===== config.mk =====
export PLATFORM = sky130hd
export DESIGN_NAME = pattern_sweep_tester
export DESIGN_NICKNAME = d
export VERILOG_FILES = /design/src/rtl/pst_pkg.sv /design/src/rtl/pst_counter.sv /design/src/rtl/pst_ctrl.sv /design/src/rtl/pst_stim.sv /design/src/rtl/pst_score.sv /design/src/rtl/pattern_sweep_tester.sv
export SDC_FILE = /design/constraint.sdc
export NUM_CORES = 1
export LEC_CHECK = 0
export CAP_MARGIN = 20
export CELL_PAD_IN_SITES_DETAIL_PLACEMENT = 1
export CELL_PAD_IN_SITES_GLOBAL_PLACEMENT = 1
export CORE_UTILIZATION = 40
export CTS_CLUSTER_DIAMETER = 50
export DETAILED_ROUTE_END_ITERATION = 10
export PLACE_DENSITY = 0.85
export SYNTH_ARGS = -nofsm -noshare
export SYNTH_HDL_FRONTEND = slang
export SYNTH_SLANG_ARGS = --single-unit
export TNS_END_PERCENT = 30

===== constraint.sdc =====
create_clock -name clk_i -period 3.75 [get_ports clk_i]
set_input_delay 0.75 -clock clk_i [delete_from_list [all_inputs] [get_ports clk_i]]
set_output_delay 0.75 -clock clk_i [all_outputs]
set_load 0.02 [all_outputs]

===== src/rtl/pst_pkg.sv =====
package pst_pkg;
  typedef enum logic [1:0] {
    ST_IDLE  = 2'd0,
    ST_RESET = 2'd1,
    ST_SHIFT = 2'd2,
    ST_NEXT  = 2'd3
  } pst_state_e;

  // Output expected on bit position idx (0 = first sent) of a case.
  function automatic logic exp_bit(input int unsigned width,
                                   input logic [31:0] case_val,
                                   input int unsigned idx);
    int unsigned ones;
    ones = 0;
    for (int i = 0; i < 32; i++)
      if (i < int'(width)) ones += int'(case_val[i]);
    return (idx == width - 1) && (ones == width - 1);
  endfunction
endpackage


===== src/rtl/pst_counter.sv =====
module pst_counter #(
  parameter int unsigned CASE_BITS = 3,
  localparam int unsigned IDX_W = (CASE_BITS > 1) ? $clog2(CASE_BITS) : 1
) (
  input  logic                 clk_i,
  input  logic                 rst_ni,
  input  logic                 clr_i,
  input  logic                 case_inc_i,
  input  logic                 bit_clr_i,
  input  logic                 bit_inc_i,
  output logic [CASE_BITS-1:0] case_q_o,
  output logic [IDX_W-1:0]     bit_q_o,
  output logic                 last_case_o,
  output logic                 last_bit_o
);
  localparam logic [CASE_BITS-1:0] CASE_MAX = '1;
  localparam logic [IDX_W-1:0]     BIT_MAX  = IDX_W'(CASE_BITS - 1);

  always_ff @(posedge clk_i or negedge rst_ni) begin
    if (!rst_ni)          case_q_o <= '0;
    else if (clr_i)       case_q_o <= '0;
    else if (case_inc_i)  case_q_o <= case_q_o + 1'b1;
  end

  always_ff @(posedge clk_i or negedge rst_ni) begin
    if (!rst_ni)          bit_q_o <= '0;
    else if (bit_clr_i)   bit_q_o <= '0;
    else if (bit_inc_i)   bit_q_o <= bit_q_o + 1'b1;
  end

  assign last_case_o = (case_q_o == CASE_MAX);
  assign last_bit_o  = (bit_q_o == BIT_MAX);
endmodule


===== src/rtl/pst_ctrl.sv =====
module pst_ctrl
  import pst_pkg::*;
(
  input  logic       clk_i,
  input  logic       rst_ni,
  input  logic       start_i,
  input  logic       last_case_i,
  input  logic       last_bit_i,
  output pst_state_e state_o,
  output logic       clr_o,
  output logic       case_inc_o,
  output logic       bit_clr_o,
  output logic       bit_inc_o
);
  pst_state_e state_d;

  always_comb begin
    state_d    = state_o;
    clr_o      = 1'b0;
    case_inc_o = 1'b0;
    bit_clr_o  = 1'b0;
    bit_inc_o  = 1'b0;
    unique case (state_o)
      ST_IDLE: if (start_i) begin
        state_d = ST_RESET;
        clr_o   = 1'b1;
      end
      ST_RESET: begin
        state_d   = ST_SHIFT;
        bit_clr_o = 1'b1;
      end
      ST_SHIFT: begin
        if (last_bit_i) state_d = ST_NEXT;
        else            bit_inc_o = 1'b1;
      end
      ST_NEXT: begin
        if (last_case_i) state_d = ST_IDLE;
        else begin
          state_d    = ST_RESET;
          case_inc_o = 1'b1;
        end
      end
      default: state_d = ST_IDLE;
    endcase
  end

  always_ff @(posedge clk_i or negedge rst_ni) begin
    if (!rst_ni) state_o <= ST_IDLE;
    else         state_o <= state_d;
  end
endmodule


===== src/rtl/pst_stim.sv =====
module pst_stim #(
  parameter int unsigned CASE_BITS = 3,
  localparam int unsigned IDX_W = (CASE_BITS > 1) ? $clog2(CASE_BITS) : 1
) (
  input  logic                 shifting_i,
  input  logic [CASE_BITS-1:0] case_i,
  input  logic [IDX_W-1:0]     bit_i,
  output logic                 data_o,
  output logic                 exp_o
);
  logic [CASE_BITS-1:0] exp_vec;

  // Expected output per bit position, position 0 sent first.
  for (genvar g = 0; g < CASE_BITS; g++) begin : g_exp
    assign exp_vec[g] = pst_pkg::exp_bit(CASE_BITS, 32'(case_i), g);
  end

  logic [IDX_W-1:0] msb_sel;
  assign msb_sel = IDX_W'(CASE_BITS - 1) - bit_i;
  assign data_o  = shifting_i & case_i[msb_sel];
  assign exp_o   = shifting_i & exp_vec[bit_i];
endmodule


===== src/rtl/pst_score.sv =====
module pst_score #(
  parameter int unsigned CASE_BITS = 3
) (
  input  logic                 clk_i,
  input  logic                 rst_ni,
  input  logic                 clr_i,
  input  logic                 case_start_i,
  input  logic                 shifting_i,
  input  logic                 dut_out_i,
  input  logic                 exp_i,
  input  logic                 case_end_i,
  input  logic                 last_case_i,
  input  logic [CASE_BITS-1:0] case_i,
  output logic                 case_pass_o,
  output logic                 err_o,
  output logic [CASE_BITS-1:0] fail_case_o,
  output logic                 done_o
);
  logic case_bad_q;

  always_ff @(posedge clk_i or negedge rst_ni) begin
    if (!rst_ni)                                case_bad_q <= 1'b0;
    else if (case_start_i)                      case_bad_q <= 1'b0;
    else if (shifting_i && (dut_out_i != exp_i)) case_bad_q <= 1'b1;
  end

  assign case_pass_o = case_end_i & ~case_bad_q;

  always_ff @(posedge clk_i or negedge rst_ni) begin
    if (!rst_ni) begin
      err_o       <= 1'b0;
      fail_case_o <= '0;
      done_o      <= 1'b0;
    end else if (clr_i) begin
      err_o       <= 1'b0;
      fail_case_o <= '0;
      done_o      <= 1'b0;
    end else if (case_end_i) begin
      if (case_bad_q && !err_o) begin
        err_o       <= 1'b1;
        fail_case_o <= case_i;
      end
      if (last_case_i) done_o <= 1'b1;
    end
  end
endmodule


===== src/rtl/pattern_sweep_tester.sv =====
module pattern_sweep_tester
  import pst_pkg::*;
#(
  parameter int unsigned CASE_BITS = 3
) (
  input  logic                 clk_i,
  input  logic                 rst_ni,
  input  logic                 start_i,
  output logic                 dut_rst_o,
  output logic                 dut_data_o,
  input  logic                 dut_out_i,
  output logic                 busy_o,
  output logic [CASE_BITS-1:0] case_idx_o,
  output logic                 case_done_o,
  output logic                 case_pass_o,
  output logic                 err_o,
  output logic [CASE_BITS-1:0] fail_case_o,
  output logic                 done_o,
  output logic                 ok_o
);
  localparam int unsigned IDX_W = (CASE_BITS > 1) ? $clog2(CASE_BITS) : 1;

  pst_state_e       state;
  logic             clr, case_inc, bit_clr, bit_inc;
  logic             last_case, last_bit, shifting, exp_bit_w;
  logic [IDX_W-1:0] bit_q;

  pst_counter #(.CASE_BITS(CASE_BITS)) u_cnt (
    .clk_i, .rst_ni,
    .clr_i(clr), .case_inc_i(case_inc), .bit_clr_i(bit_clr), .bit_inc_i(bit_inc),
    .case_q_o(case_idx_o), .bit_q_o(bit_q),
    .last_case_o(last_case), .last_bit_o(last_bit)
  );

  pst_ctrl u_ctrl (
    .clk_i, .rst_ni, .start_i,
    .last_case_i(last_case), .last_bit_i(last_bit),
    .state_o(state), .clr_o(clr), .case_inc_o(case_inc),
    .bit_clr_o(bit_clr), .bit_inc_o(bit_inc)
  );

  assign shifting    = (state == ST_SHIFT);
  assign dut_rst_o   = (state == ST_RESET);
  assign case_done_o = (state == ST_NEXT);
  assign busy_o      = (state != ST_IDLE);

  pst_stim #(.CASE_BITS(CASE_BITS)) u_stim (
    .shifting_i(shifting), .case_i(case_idx_o), .bit_i(bit_q),
    .data_o(dut_data_o), .exp_o(exp_bit_w)
  );

  pst_score #(.CASE_BITS(CASE_BITS)) u_score (
    .clk_i, .rst_ni,
    .clr_i(clr), .case_start_i(dut_rst_o), .shifting_i(shifting),
    .dut_out_i, .exp_i(exp_bit_w), .case_end_i(case_done_o),
    .last_case_i(last_case), .case_i(case_idx_o),
    .case_pass_o, .err_o, .fail_case_o, .done_o
  );

  assign ok_o = done_o & ~err_o;
endmodule


==> flow_summary.ini, run 1 <==
[routing]
avgViaCountPerCell = 4.95
post_drt_wl_per_cell_um = 14.0
vias = 584
ant_nets = 0
first_iter_violations = 4
drc = 0
firstDrtPassIters = 2
wl_um = 1650

[yosys]
netlist_instances = 73
yosys-top-cells-count = dfrtp_1, nor2_1, ha_1
synth_top_area_share_pct = 41.1
ys_types = 23
yosysSeqAreaShare_pct = 41.1
synth_area_leaders = dfrtp_1, ha_1, mux2i_1
yosysWarnings = 0
yosys.cell_count.top_type = dfrtp_1
synth_edf_count = 0
yosysTopAreaCell = dfrtp_1
async_flop_share_pct = 100
synth_nets = 88
synth_ff_type = dfrtp_1
avgSynthCellArea_um2 = 10.8
syn_area_um2 = 792
synth_seq_cells = 13

[sta]
skew_ns = 0.00368
rsz0062_at_grt = no
timing.hold.ws_ns = 0.530
worst_pin_slew_ns = 0.588
fin_crit_sh_pct = 77.3
finalSetupTns_ns = 0
setup_viol = 0
fin_crit_ns = 2.90
hold_viol_final = 0
relSlewSlack_pct = 60.7
fmax_mhz = 345
slew_viol_final = 0
fin_ws_ns = 0.851

[global_routing]
grt_max_degree = 14
grt_pass1_vias = 587
grt_antenna_before_repair = 0
grt_pass1_wl_um = 2620
grt_overflow = 0
grt_usage_pct = 17.8

[final_layout]
n_fill_cell = 213
nets = 109
n_antenna_cell = 0
drive_gt1_share_pct = 8.60
area_growth_pct = 28.4

[floorplan]
dieWidth_um = 46.5
die_h_um = 46.5
core_area_um2 = 1780
die_area_um2 = 2160
fp-row-count = 15
initial_core_util_pct = 44.4
pin_count = 18

[power_and_ir_drop]
leakage_nw = 0.508
power_switching_share_pct = 43.1
p_per_area_nw_per_um2 = 898
intPower_mw = 0.520
combinationalPowerShare_pct = 60.6
p_clk_share_pct = 9.6
seqPwrFrac_pct = 29.8
p_sw_mw = 0.394
power.total_mw = 0.914
peakVddDrop_mv = 0.497

[worst_hold_path]
hold_end = u_score.fail_case_o[1]
hold_path.class = reg -> reg
hold_path_startpoint = u_score.fail_case_o[1]
hold_depth = 2

[clock_network]
clock_path_buffers = 2
ctsRootBufferMaster = clkbuf_4
h-tree-depth = 1
clk_latency_ns = 0.28
cts_hold_buf = 0
cts_sinks = 13
cts_tree = done
post_cts_resized = 0
cts-buffers-inserted = 3
post-cts-setup-buffers = 0
cts.clk_slew.worst_paths_ns = 0.08

[setup_path]
reg2reg_depth = 6
arrival_ns = 2.15
reg2reg_from = u_cnt.case_q_o[0]
crit_path_max_incr_delay_ns = 0.59
cp.required_ns = 3.00
path_class = reg -> out
cp-start-kind = flip-flop
worstSetupEndpointType = output pin
cp_slowest_cell = clkdlybuf4s50_1
worst-r2r-setup-slack_ns = 1.82
r2r-end = u_score.case_bad_q
path_cells = inv_1 -> ha_1 -> mux2i_1 -> o22ai_1 -> and2_1 -> clkdlybuf4s50_1
cp_max_fo = 4

[placement]
hpwl_um = 1330
io_buffers = 17
dp_slack_ns = 1.16
routabilityCongestion = 0.711

[job]
drv_cap = 0

[outcome]
status = finished clean
## worst max path at each step
stage	startpoint	to	slack, ns	cells after the start
finish	u_cnt.bit_q_o[0]	dut_data_o	0.85	6
global route	u_cnt.bit_q_o[0]	dut_data_o	0.75	6
CTS	u_cnt.bit_q_o[0]	dut_data_o	0.83	6
detailed placement	u_cnt.bit_q_o[0]	dut_data_o	1.16	6
global placement	u_cnt.bit_q_o[0]	dut_data_o	1.22	6
floorplan	u_cnt.bit_q_o[0]	dut_data_o	1.73	5
## critical path: cells and delay by family (launching register included)
family / cells / cell delay [ns]
buffers and inverters: 2 / 0.68
flip-flops: 1 / 0.41
adder cells (fa/ha/maj): 1 / 0.35
AO/OA/AOI/OAI: 1 / 0.15
multiplexers: 1 / 0.14
AND/OR/NAND/NOR: 1 / 0.14
## layout by cell type, fill, tap and decap left out, drive strengths merged, types with 2 or more instances in the layout
cell / count
nor4: 2
and2b: 3
xnor2: 2
a21oi: 3
clkdlybuf4s50: 17
clkbuf: 3
dfrtp: 13
ha: 10
inv: 5
and2: 2
nor2: 12
nand3b: 2
mux2i: 7
nor2b: 3
## through the flow
step / instances / utilization [%] / cell area (um^2)
2_1_floorplan: 73 / - / 792
3_3_place_gp: 114 / 55.5 / 990
3_5_place_dp: 114 / 55.5 / 990
4_1_cts: 118 / 57.1 / 1020
5_1_grt: 118 / 57.1 / 1020
6_report: 118 / 57.1 / 1020
## flip-flops by register name, indices dropped and copies added, names as in the netlist
name and cells:
u_score.done_o 1, u_score.case_bad_q 1, u_score.err_o 1, u_cnt.case_q_o 3
u_cnt.bit_q_o 2, u_ctrl.state_o 2, u_score.fail_case_o 3
## power groups by stage
stage	clock (mW)	sequential (mW)	combinational, mW
after global routing	0.0988	0.284	0.611
after CTS	0.0931	0.276	0.564
final	0.0878	0.272	0.554
after global placement	0	0.276	0.536
after floorplan	0	0.303	0.328
after detailed placement	0	0.278	0.564
## per-layer routing
metal / global-route usage (%) / up-vias / wire, um
met2: 30.0 / 10 / 844
met4: 5.29 / 0 / 15
met1: 21.2 / 288 / 733
met5: 0 / - / 0
met3: 5.88 / 2 / 61
li1: - / 284 / -
## logic make-up (layout without fill, tap and decap cells)
group,Yosys count,after routing,share of synthesized area [%]
AND/OR/NAND/NOR,27,27,19.9
flip-flops,13,13,41.1
adder cells (fa/ha/maj),11,11,18.3
multiplexers,8,8,10.7
AO/OA/AOI/OAI,6,6,4.90
buffers and inverters,6,26,2.84
XOR/XNOR,2,2,2.21
## final cells by class
type | instances | area (um^2) | area share (%)
clock buffer | 3 | 22.5 | 2.21
clock inverter | 1 | 5.00 | 0.492
inverter | 5 | 18.8 | 1.85
multi-input combinational | 54 | 444 | 43.7
sequential | 13 | 325 | 32.0
tap | 25 | 31.3 | 3.08
timing repair buffer | 17 | 170 | 16.7
(Power assumes the default switching activity.)
==> run 2, diff against run 1 <==
Settings changed: CORE_UTILIZATION 40 to 37, PLACE_DENSITY 0.85 to 0.79.
Clock period 3.75 ns to 2.7 ns, I/O delays scaled along.
==> flow_summary.ini, run 2 (synthesis gave the netlist of run 1 again) <==
[setup_path]
cp.depth = 6
critPathTopFamily = buffers and inverters
cp_max_fo = 4
critPathCapture = dut_data_o
critPathLaunch = u_cnt.bit_q_o[0]
cp_slowest_cell = dfrtp_1
worstSetupEndpointType = output pin
reg2reg_depth = 6
crit_path_max_incr_delay_ns = 0.42
cp.required_ns = 2.16
worst-r2r-setup-slack_ns = 0.76
path_cells = inv_1 -> ha_1 -> mux2i_1 -> o22ai_1 -> and2_1 -> dlygate4sd2_1
reg2reg_from = u_cnt.case_q_o[0]
cp-start-kind = flip-flop
r2r-end = u_score.case_bad_q
cp_num_buf_inv = 2
path_class = reg -> out
arrival_ns = 1.93

[power_and_ir_drop]
intPower_mw = 0.722
leakage_nw = 0.510
peakVddDrop_mv = 0.553
power.total_mw = 1.29
seqPwrFrac_pct = 29.9
p_per_area_nw_per_um2 = 1270
combinationalPowerShare_pct = 60.6
p_clk_share_pct = 9.5
p_sw_mw = 0.568
power_switching_share_pct = 44.0

[routing]
firstDrtPassIters = 4
drc = 0
ant_nets = 0
avgViaCountPerCell = 4.93
vias = 592
first_iter_violations = 3
wl_um = 1850
post_drt_wl_per_cell_um = 15.4

[global_routing]
grt_max_degree = 14
grt_usage_pct = 18.2
grt_antenna_before_repair = 0
grt_overflow = 0
grt_pass1_vias = 599
grt_pass1_wl_um = 2790

[floorplan]
core_area_um2 = 1980
pin_count = 18
dieWidth_um = 48.3
initial_core_util_pct = 40.0
fp-row-count = 16
die_area_um2 = 2330
die_h_um = 48.3

[sta]
fin_crit_ns = 2.47
hold_viol_final = 0
fin_ws_ns = 0.226
setup_viol = 0
skew_ns = 0.00119
fmax_mhz = 404
relSlewSlack_pct = 57.6
finalSetupTns_ns = 0
slew_viol_final = 0
fin_crit_sh_pct = 91.6
worst_pin_slew_ns = 0.634
timing.hold.ws_ns = 0.531
rsz0062_at_grt = no

[clock_network]
cts-buffers-inserted = 3
cts_tree = done
clock_path_buffers = 2
ctsRootBufferMaster = clkbuf_4
post-cts-setup-buffers = 0
post_cts_resized = 1
clk_latency_ns = 0.28
h-tree-depth = 1
cts.clk_slew.worst_paths_ns = 0.08
cts_hold_buf = 0
cts_sinks = 13

[final_layout]
area_growth_pct = 28.4
layout_common_cells = clkdlybuf4s50_1, dfrtp_1, nor2_1
n_antenna_cell = 0
drive_gt1_share_pct = 7.53
n_fill_cell = 217
largest_registers = u_cnt.case_q_o (3), u_score.fail_case_o (3)
post-route-cell-area_um2 = 1020
nets = 109
final_common_cell = clkdlybuf4s50_1

[worst_hold_path]
hold_path.class = reg -> reg

[outcome]
status = finished clean

[placement]
io_buffers = 17
dp_slack_ns = 0.235
place_area_um2 = 992
routabilityCongestion = 0.713

[job]
drv_cap = 0
[run 2: cell count changes in the layout (fill, tap and decap cells not counted)]
cell             before  now
dlygate4sd2_1         0    1
clkdlybuf4s50_1      17   16
clkinv_2              1    0
clkbuf_1              0    1
[run 2: how the worst min path moves through the flow]
stage,from,end,slack (ns),cells past startpoint
global route,u_score.done_o,u_score.done_o,0.57,2
detailed placement,u_score.done_o,u_score.done_o,0.52,2
floorplan,rst_ni,u_cnt.bit_q_o[0],0.24,0
global placement,u_score.done_o,u_score.done_o,0.51,2
CTS,u_score.fail_case_o[0],u_score.fail_case_o[0],0.55,2
finish,u_score.fail_case_o[1],u_score.fail_case_o[1],0.53,2
[run 2: metrics by stage]
| step | util [%] | instances |
|---|---|---|
| final | 51.3 | 120 |
| after global routing | 51.3 | 120 |
| after CTS | 51.3 | 120 |
| after detailed placement | 50.1 | 116 |
| after global placement | 50.1 | 116 |
| after floorplan | - | 73 |
[run 2: metal layers]
| layer | wire (um) | track usage [%] | vias to the layer above |
|---|---|---|---|
| met2 | 970 | 31.2 | 13 |
| met5 | 0 | 0 | - |
| met3 | 67 | 4.07 | 2 |
| li1 | - | - | 284 |
| met4 | 11 | 8.89 | 0 |
| met1 | 799 | 21.4 | 293 |
[run 2: power by group through the flow]
stage | combinational, mW | sequential [mW] | clock, mW
floorplan | 0.456 | 0.421 | 0
global placement | 0.745 | 0.384 | 0
detailed placement | 0.784 | 0.391 | 0
CTS | 0.792 | 0.387 | 0.130
global route | 0.863 | 0.402 | 0.136
finish | 0.781 | 0.385 | 0.123
[run 2: area by class of cell]
| cell class | count | area, um^2 | share of cell area [%] |
|---|---|---|---|
| well taps | 27 | 33.8 | 3.32 |
| inverters | 5 | 18.8 | 1.85 |
| repair buffers | 17 | 169 | 16.6 |
| multi-input cells | 54 | 444 | 43.7 |
| clock buffers | 4 | 26.3 | 2.58 |
| flip-flops and latches | 13 | 325 | 32.0 |
[run 2: tightest hold or removal path: stages, from the launching register on]
cell     delay, ns
dfrtp_1       0.35
mux2i_1       0.07
nor2_1        0.08
==> run 3, diff against run 2 <==
Settings changed: CTS_CLUSTER_SIZE set to 40, HOLD_SLACK_MARGIN set to 0.06.
==> results of run 3 <==
No change in the layout: final DEF, timing and power equal those of run 2.
